===== src/rtl/derand_pkg.sv =====
package derand_pkg;
    parameter int BC_W   = 12;
    parameter int EC_W   = 24;
    parameter int TYPE_W = 4;

    typedef struct packed {
        logic [BC_W-1:0]   bc;
        logic [EC_W-1:0]   ec;
        logic [TYPE_W-1:0] etype;
    } tag_t;
endpackage


===== src/rtl/derand_counters.sv =====
module derand_counters
    import derand_pkg::*;
(
    input  logic            clk,
    input  logic            rst_n,
    input  logic            bc_clear_i,
    input  logic            ec_clear_i,
    input  logic            accept_i,
    input  logic [BC_W-1:0] bc_last_i,
    output logic [BC_W-1:0] bc_o,
    output logic [EC_W-1:0] ec_o
);
    typedef struct packed {
        logic [BC_W-1:0] bc;
        logic [EC_W-1:0] ec;
    } cnt_s;

    cnt_s state_d, state_q;

    always_comb begin
        state_d = state_q;
        if (bc_clear_i || state_q.bc >= bc_last_i) state_d.bc = '0;
        else                                       state_d.bc = state_q.bc + 1'b1;
        if (ec_clear_i)    state_d.ec = '0;
        else if (accept_i) state_d.ec = state_q.ec + 1'b1;
    end

    always_ff @(posedge clk or negedge rst_n) begin
        if (!rst_n) state_q <= '0;
        else        state_q <= state_d;
    end

    assign bc_o = state_q.bc;
    assign ec_o = state_q.ec;

    // ordinary crossing step
    a_r2_bc_step: assert property (@(posedge clk) disable iff (!rst_n)
        (!bc_clear_i && state_q.bc < bc_last_i) |=> state_q.bc == $past(state_q.bc) + 1'b1);
    // every accept advances the event number
    a_r3_ec_step: assert property (@(posedge clk) disable iff (!rst_n)
        (accept_i && !ec_clear_i) |=> state_q.ec == $past(state_q.ec) + 1'b1);
endmodule


===== src/rtl/derand_store.sv =====
module derand_store
    import derand_pkg::*;
#(
    parameter  int DEPTH = 16,
    localparam int PTR_W = $clog2(DEPTH),
    localparam int CNT_W = PTR_W + 1
) (
    input  logic             clk,
    input  logic             rst_n,
    input  logic             push_i,
    input  logic             pop_i,
    input  tag_t             wtag_i,
    output tag_t             head_o,
    output logic [CNT_W-1:0] count_o
);
    localparam logic [PTR_W-1:0] LAST = PTR_W'(DEPTH - 1);
    localparam logic [CNT_W-1:0] FULL = CNT_W'(DEPTH);

    typedef struct packed {
        tag_t [DEPTH-1:0] slot;
        logic [PTR_W-1:0] wr;
        logic [PTR_W-1:0] rd;
        logic [CNT_W-1:0] cnt;
    } store_s;

    store_s state_d, state_q;

    always_comb begin
        state_d = state_q;
        if (push_i) begin
            state_d.slot[state_q.wr] = wtag_i;
            state_d.wr = (state_q.wr == LAST) ? '0 : state_q.wr + 1'b1;
        end
        if (pop_i) begin
            state_d.rd = (state_q.rd == LAST) ? '0 : state_q.rd + 1'b1;
        end
        case ({push_i, pop_i})
            2'b10:   state_d.cnt = state_q.cnt + 1'b1;
            2'b01:   state_d.cnt = state_q.cnt - 1'b1;
            default: state_d.cnt = state_q.cnt;
        endcase
    end

    always_ff @(posedge clk or negedge rst_n) begin
        if (!rst_n) state_q <= '0;
        else        state_q <= state_d;
    end

    assign head_o  = state_q.slot[state_q.rd];
    assign count_o = state_q.cnt;

    // simultaneous store and pop leave the count alone
    a_r5_hold_count: assert property (@(posedge clk) disable iff (!rst_n)
        (push_i && pop_i) |=> $stable(state_q.cnt));
    // the sequencer never pops an empty store
    a_r8_no_underflow: assert property (@(posedge clk) disable iff (!rst_n)
        pop_i |-> state_q.cnt != '0);
    // the top never pushes into a full store
    a_r6_no_push_full: assert property (@(posedge clk) disable iff (!rst_n)
        push_i |-> state_q.cnt != FULL);
endmodule


===== src/rtl/derand_seq.sv =====
module derand_seq #(
    parameter int CNT_W = 5
) (
    input  logic             clk,
    input  logic             rst_n,
    input  logic [CNT_W-1:0] occ_i,
    input  logic             done_i,
    output logic             start_o,
    output logic             pop_o
);
    typedef struct packed {
        logic start;
        logic busy;
    } seq_s;

    seq_s state_d, state_q;

    always_comb begin
        state_d.start = (occ_i != '0) && !state_q.busy;
        state_d.busy  = state_d.start || (state_q.busy && !done_i);
    end

    always_ff @(posedge clk or negedge rst_n) begin
        if (!rst_n) state_q <= '0;
        else        state_q <= state_d;
    end

    assign start_o = state_q.start;
    assign pop_o   = state_q.busy && done_i;

    // start lasts exactly one cycle
    a_r7_single_pulse: assert property (@(posedge clk) disable iff (!rst_n)
        state_q.start |=> !state_q.start);
    // a start never refers to an empty store
    a_r7_start_nonempty: assert property (@(posedge clk) disable iff (!rst_n)
        state_q.start |-> occ_i != '0);
    // done while idle does nothing to the link state
    a_r8_idle_done: assert property (@(posedge clk) disable iff (!rst_n)
        (!state_q.busy && occ_i == '0) |=> !state_q.busy);
endmodule


===== src/rtl/trig_derand_mirror.sv =====
module trig_derand_mirror
    import derand_pkg::*;
#(
    parameter  int DEPTH = 16,
    localparam int CNT_W = $clog2(DEPTH) + 1
) (
    input  logic              clk,
    input  logic              rst_n,
    input  logic              l1_accept_i,
    input  logic [TYPE_W-1:0] evt_type_i,
    input  logic              bc_clear_i,
    input  logic              ec_clear_i,
    input  logic [BC_W-1:0]   bc_last_i,
    input  logic              fmt_done_i,
    output logic              fmt_start_o,
    output logic [BC_W-1:0]   head_bc_o,
    output logic [EC_W-1:0]   head_ec_o,
    output logic [TYPE_W-1:0] head_type_o,
    output logic [CNT_W-1:0]  occupancy_o,
    output logic              overflow_o
);
    localparam logic [CNT_W-1:0] FULL = CNT_W'(DEPTH);

    logic [BC_W-1:0] bc_now;
    logic [EC_W-1:0] ec_now;
    logic            full, push, pop;
    tag_t            head, wtag;
    logic            ovf_d, ovf_q;

    derand_counters u_counters (
        .clk        (clk),
        .rst_n      (rst_n),
        .bc_clear_i (bc_clear_i),
        .ec_clear_i (ec_clear_i),
        .accept_i   (l1_accept_i),
        .bc_last_i  (bc_last_i),
        .bc_o       (bc_now),
        .ec_o       (ec_now)
    );

    assign full = (occupancy_o == FULL);
    assign push = l1_accept_i && !full;
    assign wtag = '{bc: bc_now, ec: ec_now, etype: evt_type_i};

    derand_store #(.DEPTH(DEPTH)) u_store (
        .clk     (clk),
        .rst_n   (rst_n),
        .push_i  (push),
        .pop_i   (pop),
        .wtag_i  (wtag),
        .head_o  (head),
        .count_o (occupancy_o)
    );

    derand_seq #(.CNT_W(CNT_W)) u_seq (
        .clk     (clk),
        .rst_n   (rst_n),
        .occ_i   (occupancy_o),
        .done_i  (fmt_done_i),
        .start_o (fmt_start_o),
        .pop_o   (pop)
    );

    always_comb begin
        ovf_d = ovf_q || (l1_accept_i && full);
    end

    always_ff @(posedge clk or negedge rst_n) begin
        if (!rst_n) ovf_q <= 1'b0;
        else        ovf_q <= ovf_d;
    end

    assign overflow_o  = ovf_q;
    assign head_bc_o   = head.bc;
    assign head_ec_o   = head.ec;
    assign head_type_o = head.etype;

    // overflow stays set once raised
    a_r6_sticky: assert property (@(posedge clk) disable iff (!rst_n)
        overflow_o |=> overflow_o);
    // an accept on a full store raises overflow
    a_r6_flag_on_full: assert property (@(posedge clk) disable iff (!rst_n)
        (l1_accept_i && occupancy_o == FULL) |=> overflow_o);
    // occupancy never exceeds the depth
    a_r5_bound: assert property (@(posedge clk) disable iff (!rst_n)
        occupancy_o <= FULL);
endmodule


===== config.mk =====
export PLATFORM = sky130hd
export DESIGN_NAME = trig_derand_mirror
export DESIGN_NICKNAME = d
export VERILOG_FILES = /design/src/rtl/derand_pkg.sv /design/src/rtl/derand_counters.sv /design/src/rtl/derand_store.sv /design/src/rtl/derand_seq.sv /design/src/rtl/trig_derand_mirror.sv
export SDC_FILE = /design/constraint.sdc
export NUM_CORES = 1
export LEC_CHECK = 0
export CELL_PAD_IN_SITES_DETAIL_PLACEMENT = 0
export CELL_PAD_IN_SITES_GLOBAL_PLACEMENT = 1
export CORE_MARGIN = 2
export CORE_UTILIZATION = 54
export CTS_BUF_LIST = sky130_fd_sc_hd__clkbuf_16
export DETAILED_ROUTE_END_ITERATION = 16
export GPL_ROUTABILITY_DRIVEN = 0
export HOLD_SLACK_MARGIN = 0.15
export PLACE_DENSITY = 0.87
export SLEW_MARGIN = 20
export SYNTH_ARGS = -nofsm -noshare
export SYNTH_HDL_FRONTEND = slang
export SYNTH_SLANG_ARGS = --single-unit

===== constraint.sdc =====
create_clock -name clk -period 4.1 [get_ports clk]
set_clock_uncertainty 0.1 [all_clocks]
set_input_delay 1.23 -clock clk [delete_from_list [all_inputs] [get_ports clk]]
set_output_delay 1.23 -clock clk [all_outputs]
set_load 0.01 [all_outputs]

==> metrics.txt, run 1 <==
FP Rows=89; post-route ant nets=0; DIE AREA=61000 um2; cell taking the most area after synthesis=dfrtp_1; global-route wire length before repair=117000 um; clock slew at reported path FFs=0.06 ns; pre-CTS WS=0.175 ns; CP endpoint kind=output pin; PortBufs=68; number of buffers created by CTS=73; Post-synth ARST share=100%; Mapped Cells=2005; violated checks=negative setup slack; Most Crowded Layer GR=met2; M3 GR Usage=3.61%; DRC Markers=0; WP data required=2.77 ns; DR WL/cell=25.6 um; Layout Nets=2129; GRT met1 Usage=34.7%; post-synth top area share=54.3%; Hold Slack=0.381 ns; Hold WC Path Type=register to register; RSZ-0062 raised after global routing=true; fraction of layout cells with a size suffix above 1=50.5%; initial antenna violation count=0; Crit path max-delay family=multiplexers; via-per-instance ratio=6.17; Post-Syn Nets=2049; Iter 0 DRT Violations=1342; CP max stage delay=0.55 ns; chip width=247 um; leading post-synthesis cells by cell area=dfrtp_1 54%, mux2_2 20%, mux4_2 14%; Sink Count=692; antenna cell count=0; gr usage total=25.4%; largest net degree at the start of global routing=90; critical path peak fanout=5; via count=17954; # setup viols final=7; number of synthesized flops with an enable pin=0; CTS tree=built; height of the die=247 um; htree depth=3; status=finished, violations left; met2 Use GR=42.8%; leak pwr=17.6 nW; critical path, cell by cell=buf_12 -> buf_12 -> buf_16 -> buf_6 -> mux4_2 -> mux4_2 -> buf_6; critical path's slowest cell=mux4_2; VDD IR max=0.000351 V; YS warnings=0; synthesized area=31900 um2; final hold viol count=0; minimum clock period=4.13 ns; crit start category=register; number of global-route vias before repair=19506; max-cap viol count=0; Power per Cell Area=547 nW/um2; Post-Layout Cell Count=2909; Final Cycle Share=101%; Clock Tree Buf Depth=3; later-pin clock latency in the skew report=0.61 ns; IO Count=69; Arrival @ worst endpoint=2.80 ns; Initial Util=54.3%; Post-Syn Area per Cell=15.9 um2; total wire length=74300 um; top_reg_cell synth=dfrtp_1; Seq/Total Area, Yosys=54.3%; CTS root buffer=clkbuf_16; Slew headroom=34.7%; Crit Path Category=register to output pin; Fmax=0.242 GHz; Worst-Margin Slew=0.979 ns; Area Overhead vs Synth=15.1%; Cell variety after synth=51; placed cells=2731; First-pass DRT Iterations=5; Worst Path Buf+Inv=5; # hold bufs at CTS=0; Core ar.=58700 um2; HPWL Detailed=44100 um; GR Overflow Total=0; final worst setup slack=-0.0263 ns; FF+latch count, synth=692; Final Max Tran Viols=0
worst reg2reg max path: cells and delay by family (launching register included):
kind	cells	cell delay, ns
simple gates	1	0.56
buf+inv	1	0.10
xor+xnor	1	0.15
compound gates	5	0.96
flops	1	0.51
fa+ha+maj	2	0.41
cell usage in the layout, fill, tap and decap left out, drive strengths merged, types with 8 or more instances in the layout:
cell | netlist | layout
dfrtp | 692 | 692
mux2 | 643 | 643
mux4 | 200 | 200
buf | 105 | 176
clkbuf | 101 | 80
inv | 23 | 43
clkdlybuf4s50 | 0 | 27
clkinv | 0 | 27
nand2 | 25 | 25
ha | 22 | 22
a21oi | 20 | 20
nand3 | 20 | 20
nor2 | 19 | 19
xor2 | 17 | 17
nand4 | 14 | 14
a211oi | 13 | 13
xnor2 | 13 | 13
and3 | 9 | 9
o21ai | 8 | 8
metrics by stage:
step,power [mW],cell area [um2],utilization [%],setup TNS [ns]
global placement,13.1,33600,57.3,0
detailed placement,13.2,33600,57.3,0
floorplan,11.4,31900,-,0
finish,20.1,36700,62.5,-0.0638
CTS,20.1,36600,62.3,-0.982
global route,20.9,36700,62.5,-0.677
repair_timing:
item	in CTS	in global routing
resized for setup	203	16
cloned	10	2
setup buffers	36	8
endpoints found under the setup margin	40	29
layout make-up:
class	instances	area, um2
fillers	4152	22000
flip-flops and latches	692	17300
multi-input cells	1084	13500
repair buffers	211	2650
clock buffers	75	1880
well taps	773	967
clock inverters	51	307
inverters	23	86.3
power by group:
group          total (mW)  switching, mW  internal, mW  leakage, nW
registers            8.12          0.576          7.54         9.49
logic                5.83           2.62          3.21         7.00
clock network        6.13           2.65          3.49         1.14
worst paths after layout:
check / start / endpoint / slack [ns] / depth (start not counted)
min in group asynchronous: rst_n / u_store.state_q[236] / 0.57 / 1
min: u_store.state_q[443] / u_store.state_q[443] / 0.38 / 1
max: u_store.state_q[5] / head_bc_o[11] / -0.03 / 7
min reg2reg: u_store.state_q[443] / u_store.state_q[443] / 0.38 / 1
max in group asynchronous: rst_n / u_store.state_q[247] / 2.26 / 2
max reg2reg: u_store.count_o[2] / u_store.count_o[4] / 1.20 / 10
layer usage:
metal	vias up	routed length, um
li1	7610	-
met4	0	1820
met1	9795	31500
met2	435	37800
met3	114	3220
met5	-	0
state kept, by name, indices dropped and copies added (netlist names):
register,cells
u_counters.bc_o,12
u_counters.ec_o,24
u_seq.state_q,1
u_store.state_q,648
overflow_o,1
u_store.count_o,5
u_seq.start_o,1
cell usage after synthesis (2+ instances only):
library cell,instances
dfrtp_1,692
mux2_2,580
mux4_2,200
clkbuf_1,99
mux2_1,63
buf_2,44
buf_1,24
inv_1,23
ha_1,22
buf_4,21
nand2_1,21
nand3_1,20
a21oi_1,19
nor2_1,19
xor2_1,17
buf_6,16
nand4_1,14
a211oi_1,13
xnor2_1,13
and3_1,9
o21ai_0,8
nor3_1,7
nor4_1,6
and4_1,5
or3_1,5
a21o_1,4
nand2_4,4
o31ai_1,4
and2_1,3
nand2b_1,3
nor2b_1,3
a22oi_1,2
a31o_2,2
a31oi_1,2
clkbuf_2,2
cell families after synthesis:
family	after synthesis	synth area share [%]
flops	692	54.3
mux	844	36.9
buf+inv	229	3.50
compound gates	64	1.41
simple gates	124	2.20
fa+ha+maj	22	0.864
xor+xnor	30	0.824
(Power assumes the default switching activity.)
==> run 2, diff against run 1 <==
CTS_CLUSTER_SIZE = 30   (was not set)
PLACE_DENSITY = not set   (was 0.87)
PLACE_DENSITY_LB_ADDON = 0.1   (was not set)
==> metrics.txt, run 2 (synthesis results as in run 1) <==
status=finished, violations left; violated checks=negative setup slack; VDD IR max=0.000349 V (-0.70%); First-pass DRT Iterations=4 (-1); Post-Route Utilization=62.7% (+0.16 points); cells on worst reg2reg path=10 (unchanged); CP max stage delay=0.54 ns (about the same); critical path's slowest cell=mux4_2; IO Count=69 (unchanged); clock share of power=32.3% (+1.8 points); Worst-Margin Slew=0.939 ns (-0.0403 ns); Arrival @ worst endpoint=2.78 ns (-0.02 ns); CTS root buffer=clkbuf_16; Area Overhead vs Synth=15.4%; largest register by flop count=u_store.state_q; Seq pwr share=39.5% (-0.9 points); minimum clock period=4.11 ns (-0.0119 ns); Initial Util=54.3% (unchanged); PortBufs=68 (unchanged); # setup viols final=2 (-5); Post-Layout Cell Count=2912 (+0.10%); Iter 0 DRT Violations=1202 (-10%); Final Cycle Share=100% (-0.29 points); critical path peak fanout=7 (+2); placed cells=2733 (+0.073%); Post-DP Area=33700 um2 (about the same); max-cap viol count=0 (unchanged); commonest non-fill, non-tap cell in the layout=dfrtp_1; crit start category=register; number of buffers created by CTS=76 (+4.1%); WP data required=2.77 ns (about the same); Final Max Tran Viols=0 (unchanged); Pwr Total=20.4 mW (+1.4%); Layout Nets=2126 (-0.14%); fraction of layout cells with a size suffix above 1=50.0% (-0.49 points); Critical Path Stages=6 (-1); post-route ant nets=0 (unchanged); htree depth=3 (unchanged); Slew headroom=37.4% (+2.7 points); clock slew at reported path FFs=0.06 ns (about the same); largest net degree at the start of global routing=87 (-3.3%); chip width=247 um (unchanged); design area=36800 um2 (+0.26%); Fillers=4270 (+2.8%); height of the die=247 um (unchanged); total wire length=76500 um (+2.9%); global-route wire length before repair=119000 um (+1.8%); DIE AREA=61000 um2 (unchanged); Net Sw Frac=28.8% (-0.35 points); FP Rows=89 (unchanged); Power per Cell Area=554 nW/um2 (+1.1%); via-per-instance ratio=6.17 (about the same); # hold bufs at CTS=0 (unchanged); CTS tree=built; DRC Markers=0 (unchanged); initial antenna violation count=1 (+1); commonest cells after routing, fill and taps aside=688 x dfrtp_1, 580 x mux2_2, 200 x mux4_2; Sink Count=692 (unchanged); later-pin clock latency in the skew report=0.60 ns (about the same); CP endpoint kind=output pin; via count=17963 (+0.050%); RSZ-0062 raised after global routing=true; DR WL/cell=26.3 um (+2.8%); Worst Path Buf+Inv=4 (-1); max reg flops=648 (unchanged); Core ar.=58700 um2 (unchanged); Hold Path Depth=1 (unchanged); Crit Path Category=register to output pin; P_int=14.5 mW (+1.9%); final hold viol count=0 (unchanged); leak pwr=17.7 nW (+0.18%); Hold WC Path Type=register to register; Fmax=0.243 GHz (+0.29%); Sw Pwr=5.86 mW (+0.18%); logic gate share of total power=28.2% (-0.8 points); antenna cell count=0 (unchanged); number of global-route vias before repair=19361 (-0.74%); critical path, cell by cell=buf_12 -> buf_12 -> buf_16 -> mux4_2 -> mux4_2 -> buf_6; Clock Tree Buf Depth=3 (unchanged); GR Overflow Total=0 (unchanged); gr usage total=26.3% (+0.88 points); HPWL Detailed=43000 um (-2.5%); final worst setup slack=-0.0144 ns (+0.0119 ns); Crit path max-delay family=multiplexers
==> run 2: per-layer routing <==
layer / up-vias / track usage [%] / routed length (um)
met2: 374 / 43.1 / 38000
met1: 9836 / 36.7 / 33400
li1: 7625 / - / -
met4: 2 / 8.56 / 1930
met5: - / 0 / 13
met3: 126 / 3.57 / 3150
==> run 2: repair_timing <==
item                       4_1_cts  5_1_grt
resized for setup              178       27
setup endpoints to repair       40       28
buffers inserted                32        6
cloned                          12        1
==> run 2: worst paths after layout <==
kind,slack [ns],to,start
worst max-delay path,-0.01,head_bc_o[7],u_store.state_q[5]
worst min-delay path,0.38,u_store.state_q[443],u_store.state_q[443]
worst max register to register,1.30,u_store.count_o[4],u_store.count_o[2]
worst min register to register,0.38,u_store.state_q[443],u_store.state_q[443]
max in group asynchronous,2.31,u_store.state_q[315],rst_n
min in group asynchronous,0.63,u_store.state_q[254],rst_n
==> run 2: metrics by stage <==
| stage | hold WS [ns] | TNS (ns) | setup WS (ns) |
|---|---|---|---|
| 3_3_place_gp | 0.362 | 0 | 0.129 |
| 5_1_grt | 0.395 | -0.293 | -0.0579 |
| 3_5_place_dp | 0.371 | 0 | 0.173 |
| 2_1_floorplan | 0.343 | 0 | 0.356 |
| 4_1_cts | 0.383 | -0.796 | -0.124 |
| 6_report | 0.377 | -0.0284 | -0.0144 |
==> run 2: cell type report <==
cell class	count	area, um2	area share, %
timing repair buffer	205	2490	6.78
sequential	692	17300	47.1
multi-input combinational	1084	13500	36.7
clock inverter	54	375	1.02
inverter	23	86.3	0.235
clock buffer	81	2030	5.51
tap	773	967	2.63
==> run 2: power by group through the flow <==
stage          clock network [mW]  logic, mW  registers [mW]
4_1_cts                      6.72       5.85            8.05
5_1_grt                      7.03       6.09            8.14
3_3_place_gp                    0       5.05            8.11
2_1_floorplan                   0       3.46            7.89
3_5_place_dp                    0       5.10            8.16
6_report                     6.58       5.74            8.05
